--- src/rtl/dsc_pkg.sv ---
// Package: shared types for the distribution sync controller.
// Assumes: nothing beyond IEEE 1800-2017 packed structs.
package dsc_pkg;

    // One flag per strobe source, gathered at the same edge.
    typedef struct packed {
        logic sw;    // software register bit
        logic pin;   // synchronized pin rising edge
        logic lock;  // automatic first-lock sync
    } sync_req_t;

endpackage

--- src/rtl/dsc_pin_sync.sv ---
// Module: brings the asynchronous sync pin into the clock domain through a
// STAGES-deep flop chain and reports a single-cycle rising edge.
// Assumes: STAGES >= 2; a held high level gives only one rise pulse.
module dsc_pin_sync #(
    parameter int STAGES = 2
) (
    input  logic clk,
    input  logic rst_n,
    input  logic pin_async,
    output logic rise
);
    localparam int LAST = STAGES - 1;

    logic [LAST:0] chain;
    logic          prev;

    // Shift the pin through the synchronizer and keep one older copy.
    always_ff @(posedge clk) begin
        if (!rst_n) begin
            chain <= '0;
            prev  <= 1'b0;
        end else begin
            chain <= {chain[LAST-1:0], pin_async};
            prev  <= chain[LAST];
        end
    end

    // Rising edge of the synchronized level.
    assign rise = chain[LAST] & ~prev;

endmodule

--- src/rtl/dsc_auto_sync.sv ---
// Module: fires one automatic sync request on the first PLL lock after reset
// or after a chip power-down, then stays quiet until re-armed.
// Assumes: pll_locked is synchronous to clk; chip_pd re-arms like reset.
module dsc_auto_sync (
    input  logic clk,
    input  logic rst_n,
    input  logic chip_pd,
    input  logic pll_locked,
    output logic fire,
    output logic done
);
    logic lock_q;
    logic done_q;

    // Request only on a lock rise while armed and not powered down.
    assign fire = pll_locked & ~lock_q & ~done_q & ~chip_pd;
    assign done = done_q;

    // Track previous lock level and the spent flag; power-down re-arms.
    always_ff @(posedge clk) begin
        if (!rst_n) begin
            lock_q <= 1'b0;
            done_q <= 1'b0;
        end else if (chip_pd) begin
            lock_q <= 1'b0;
            done_q <= 1'b0;
        end else begin
            lock_q <= pll_locked;
            if (fire) begin
                done_q <= 1'b1;
            end
        end
    end

endmodule

--- src/rtl/dsc_sleep_detect.sv ---
// Module: raises all_down when every channel power-down bit is set.
// Assumes: purely combinational so release is seen in the same cycle.
module dsc_sleep_detect #(
    parameter int NUM_CH = 14
) (
    input  logic [NUM_CH-1:0] ch_pd,
    output logic              all_down
);
    logic [NUM_CH:0] acc;

    assign acc[0] = 1'b1;

    // AND chain across the channels, one link per channel.
    for (genvar g = 0; g < NUM_CH; g++) begin : g_link
        assign acc[g+1] = acc[g] & ch_pd[g];
    end

    assign all_down = acc[NUM_CH];

endmodule

--- src/rtl/dist_sync_ctrl.sv ---
// Module: top of the distribution sync and deep-sleep controller. ORs the
// software, pin and first-lock requests into one registered one-cycle strobe
// and reports deep sleep when all channels are down.
// Assumes: synchronous active-low reset; sw_sync and pll_locked are in the
// clk domain; sync_pin is asynchronous.
module dist_sync_ctrl #(
    parameter int NUM_CH      = 14,
    parameter int SYNC_STAGES = 2
) (
    input  logic              clk,
    input  logic              rst_n,
    input  logic              sw_sync,
    input  logic              sync_pin,
    input  logic              pll_locked,
    input  logic              chip_pd,
    input  logic [NUM_CH-1:0] ch_pd,
    output logic              sync_strobe,
    output logic              deep_sleep
);
    import dsc_pkg::*;

    logic      pin_rise;
    logic      auto_fire;
    logic      auto_done;
    sync_req_t req;
    logic      strobe_q;

    dsc_pin_sync #(.STAGES(SYNC_STAGES)) u_pin (
        .clk       (clk),
        .rst_n     (rst_n),
        .pin_async (sync_pin),
        .rise      (pin_rise)
    );

    dsc_auto_sync u_auto (
        .clk        (clk),
        .rst_n      (rst_n),
        .chip_pd    (chip_pd),
        .pll_locked (pll_locked),
        .fire       (auto_fire),
        .done       (auto_done)
    );

    dsc_sleep_detect #(.NUM_CH(NUM_CH)) u_sleep (
        .ch_pd    (ch_pd),
        .all_down (deep_sleep)
    );

    // Gather the three request sources for this edge.
    always_comb begin
        req.sw   = sw_sync;
        req.pin  = pin_rise;
        req.lock = auto_fire;
    end

    // Register the OR of all requests into a single-cycle strobe.
    always_ff @(posedge clk) begin
        if (!rst_n) begin
            strobe_q <= 1'b0;
        end else begin
            strobe_q <= |req;
        end
    end

    assign sync_strobe = strobe_q;

endmodule

--- config.mk ---
export PLATFORM = sky130hd
export DESIGN_NAME = dist_sync_ctrl
export DESIGN_NICKNAME = d
export VERILOG_FILES = /design/src/rtl/dsc_pkg.sv /design/src/rtl/dsc_pin_sync.sv /design/src/rtl/dsc_auto_sync.sv /design/src/rtl/dsc_sleep_detect.sv /design/src/rtl/dist_sync_ctrl.sv
export SDC_FILE = /design/constraint.sdc
export NUM_CORES = 1
export LEC_CHECK = 0
export BUFFER_PORTS_ARGS = -buffer_cell sky130_fd_sc_hd__buf_2
export CORE_AREA = 4 4 41 43
export CTS_CLUSTER_DIAMETER = 120
export DETAILED_ROUTE_END_ITERATION = 10
export DIE_AREA = 0 0 45 47
export SYNTH_ARGS = -nofsm -noshare
export SYNTH_HDL_FRONTEND = slang
export SYNTH_HIERARCHICAL = 1
export SYNTH_SLANG_ARGS = --single-unit
export TNS_END_PERCENT = 20
--- constraint.sdc ---
create_clock -name clk -period 2 [get_ports clk]
set_input_delay 0.4 -clock clk [delete_from_list [all_inputs] [get_ports clk]]
set_output_delay 0.4 -clock clk [all_outputs]
set_load 0.02 [all_outputs]
Yosys cells after proc, flatten, opt, wreduce, memory -nomap -nowiden:

Cells that the tools add are included.

* bits in registers: 6
* bits in latches: 0
* bits in writable memories: 0
* ROM bits: 0
* bits of input ports: 20
* output and inout port bits: 2
* word-level logic and storage cells: 29
* memories kept: 0

* add/sub/neg operators: 0
* multipliers: 0
* div/mod/pow operators: 0
* $lt $le $gt $ge: 0
* equal/unequal tests: 0
* shifts and indexed selects: 0
* mux-type cells: 0
* bitwise logic cells: 22
* reduce and logical (&&, ||, !) cells: 2

Operator list (count)
* bitwise AND 1 bit: 17
* NOT 1 bit: 5
* OR reduction 3 bit: 1
* OR reduction 2 bit: 1

Depth between registers and ports, before layout:

* depth after elaboration: 13
* gate-level depth with buffers: 2
* gate-level depth less buffers: 2

By module:

Netlist, hierarchy kept.

By module, submodules not included
* dsc_pin_sync: instances 1, cells each 7, area each 92.6 um2, sequential area each 60.1 um2
* dsc_auto_sync: instances 1, cells each 7, area each 81.3 um2, sequential area each 40.0 um2
* dsc_sleep_detect: instances 1, cells each 5, area each 35.0 um2, sequential area each 0.0 um2
* dist_sync_ctrl: instances 1, cells each 2, area each 28.8 um2, sequential area each 20.0 um2

Worst setup path before layout:

Ideal clock, no wire load.

* kind: input to output
* start point: input ch_pd[4]
* end point: output deep_sleep
* data arrival time: 999 ps
* required time: 1600 ps
* slack: 601 ps
* stages: 2
* cells stage by stage: nand4_1 > nor4_2

* word-level cells in the longest chain between the ends: 10

RTL lines
* start, declared: line dist_sync_ctrl.sv:16 `input logic [NUM_CH-1:0] ch_pd,`
* bitwise AND 1 bit (10 in series): line dsc_sleep_detect.sv:15 `assign acc[g+1] = acc[g] & ch_pd[g];`
* end, declared: line dist_sync_ctrl.sv:18 `output logic deep_sleep`

Every way passes these cells.

Worst setup path in the final report:

Same ends and word-level chain as after synthesis.

==> key figures <==
Floorplan
  – Starting density of the core: 18.3%
  – Core area: between 1000 and 1500 um2
  – Die height: 47 um
  – Cell row count: 13
  – I/O Pins: 22
  – Die width: 45 um
  – DIE AREA: 2120 um2

Power and ir drop
  – VDD IR max: roughly 460 uV
  – Leakage: 0.197 nW
  – PD cells: ~700 nW/um2
  – Total power draw: 0.270 mW

STA
  – Fmax: approximately 0.71 GHz
  – Hold Violations, Final: 0
  – Max-slew headroom: a little under nine tenths
  – TNS Setup: 0 ns
  – Tcrit/Tclk final: 70.4%
  – Slew Viols, Final: 0
  – Post-route clock skew: around 0.0013 ns
  – Min Tclk post-route: 1.41 ns
  – RSZ-0062 raised after global routing: no
  – Finish-stage setup viols: 0
  – Worst-margin pin slew: 0.204 ns

CTS
  – CTS tree: done
  – Post-cts resize count: 0
  – H-tree level count: 1
  – Number of setup buffers added after CTS: 0
  – CTS Hold Bufs: 0
  – CTS sink count: 6
  – Root Driver: clkbuf_4
  – Clk_lat worst skew: 0.24 ns
  – Clock slew at reported path FFs: roughly 0.040 ns
  – CTS Buf Count: 3
  – Clock Path Buffers: 2

Route
  – Via count: 248
  – Vias per inst: 4.13
  – Antenna Nets Post-Route: 0
  – Initial DRC count: 1
  – Routed WL: around 590 um
  – Pre-antenna DRT Iters: 4
  – DRC Markers: 0
  – Wirelength per Cell: just under 10 um

Critical path
  – CP Capture Type: output port
  – CP top delay family: simple AND/OR/NAND/NOR gates
  – Reg2reg path depth: 2
  – Crit path cell chain: buf_2 -> nand4_1 -> nor4_2 -> buf_2
  – Crit path top cell by count: buf_2
  – CP required: 1.60 ns
  – Setup crit start kind: primary input
  – Worst path slowest cell: nor4_2
  – Critical path buffers and inverters: 2
  – Delay of the slowest cell on the worst path: roughly 0.23 ns
  – Crit path max fanout: 1
  – Number of cells on the critical path: 4
  – WP data arrival: roughly 1.0 ns
  – CP Class: primary input to output port

Synth
  – Synth unique cells: 12
  – Number of synthesized register bits: 6
  – Avg Cell Area, Syn: 11.3 um2
  – Syn Nets: 41
  – Ys Warns: 6
  – Cell Area, Synth: roughly 240 um2
  – Register area share after synthesis: 50.5%
  – Mapped Cells: 21

Place
  – Post-DP HPWL: 489 um
  – PortBufs: 21
  – Placer congestion estimate: 0.598

Final layout
  – Share of layout cells above drive strength 1: between 60% and 70%
  – Fin nets: 67
  – Area Overhead vs Synth: 61.6%
  – # diodes: 0
  – Fillers: approximately 150

Flow run
  – Max_cap viols: 0

Global routing
  – First-pass GRT wire length: 848 um
  – Initial antenna violation count: 0
  – Largest net degree at the start of global routing: 7
  – GRT Residual Overflow: 0
  – Gr usage total: under 10%
  – Vias in the first global route: about 240

Worst hold path
  – Hold depth: 2
  – Worst Hold Class: primary input to register

Status
  – Status: finished clean
-- registers in the layout (all words and copies together), names as in the netlist --
register	cells
u_pin/chain	2
sync_strobe	1
u_auto/done	1
u_auto/lock_q	1
u_pin/prev	1
-- cells in the mapped netlist --
cell type	number	area, um2
o211a_1	1	10.0
nor2b_1	1	6.26
nand4_1	3	18.8
nor4_2	1	12.5
nor2b_4	1	13.8
dfxtp_1	6	120
inv_1	1	3.75
nor4b_2	1	15.0
and2_1	3	18.8
and3_1	1	6.26
o31a_1	1	8.76
nand2_1	1	3.75
-- through the flow --
| step | hold WS, ns | area [um2] | setup slack [ns] | util, % | instances |
|---|---|---|---|---|---|
| 2_1_floorplan | 0.406 | 238 | 0.601 | - | 21 |
| 3_3_place_gp | 0.409 | 362 | 0.589 | 27.8 | 57 |
| 3_5_place_dp | 0.414 | 362 | 0.583 | 27.8 | 57 |
| 4_1_cts | 0.364 | 384 | 0.582 | 29.5 | 60 |
| 5_1_grt | 0.371 | 384 | 0.555 | 29.5 | 60 |
| 6_report | 0.371 | 384 | 0.593 | 29.5 | 60 |
-- cells in the final DEF (no fill, tap or decap) --
cell       n
o31a_1     1
dfxtp_1    6
nand4_1    3
nor4_2     1
and2_1     3
nor4b_2    1
and3_1     1
o211a_1    1
nand2_1    1
clkbuf_4   3
nor2b_1    1
buf_2     21
inv_1      1
nor2b_4    1
-- kinds of logic (layout without fill, tap and decap cells) --
group / Yosys count / count (layout) / synth area share (%)
flops: 6 / 6 / 50.5
simple gates: 12 / 12 / 40.0
compound gates: 2 / 2 / 7.90
buf+inv: 1 / 25 / 1.58
-- path summary, 6_finish.rpt --
path / start / slack, ns / to
setup / recovery: ch_pd[4] / 0.59 / deep_sleep
hold / removal: sync_pin / 0.37 / u_pin/chain[0]
setup reg to reg: u_pin/chain[1] / 1.20 / sync_strobe
hold reg to reg: u_pin/chain[0] / 0.42 / u_pin/chain[1]
-- layer usage --
metal	up-vias	wire, um	GRT usage [%]
met5	-	0	0
met1	97	209	5.28
li1	127	-	-
met2	24	213	9.32
met4	0	0	0
met3	0	163	6.13
-- cell type report --
cell class	instances	area [um2]	share of cell area, %
Clock buffer	3	22.5	5.86
Tap cell	15	18.8	4.89
Timing Repair Buffer	21	105	27.4
Multi-Input combinational cell	14	114	29.6
Sequential cell	6	120	31.3
Inverter	1	3.75	0.977
-- power by group --
| part | total, mW | switching [mW] | internal, mW |
|---|---|---|---|
| clock network | 0.108 | 0.0400 | 0.0676 |
| logic | 0.0339 | 0.0130 | 0.0209 |
| registers | 0.128 | 0.00232 | 0.126 |
| total | 0.270 | 0.0553 | 0.214 |
(Power assumes the default switching activity.)
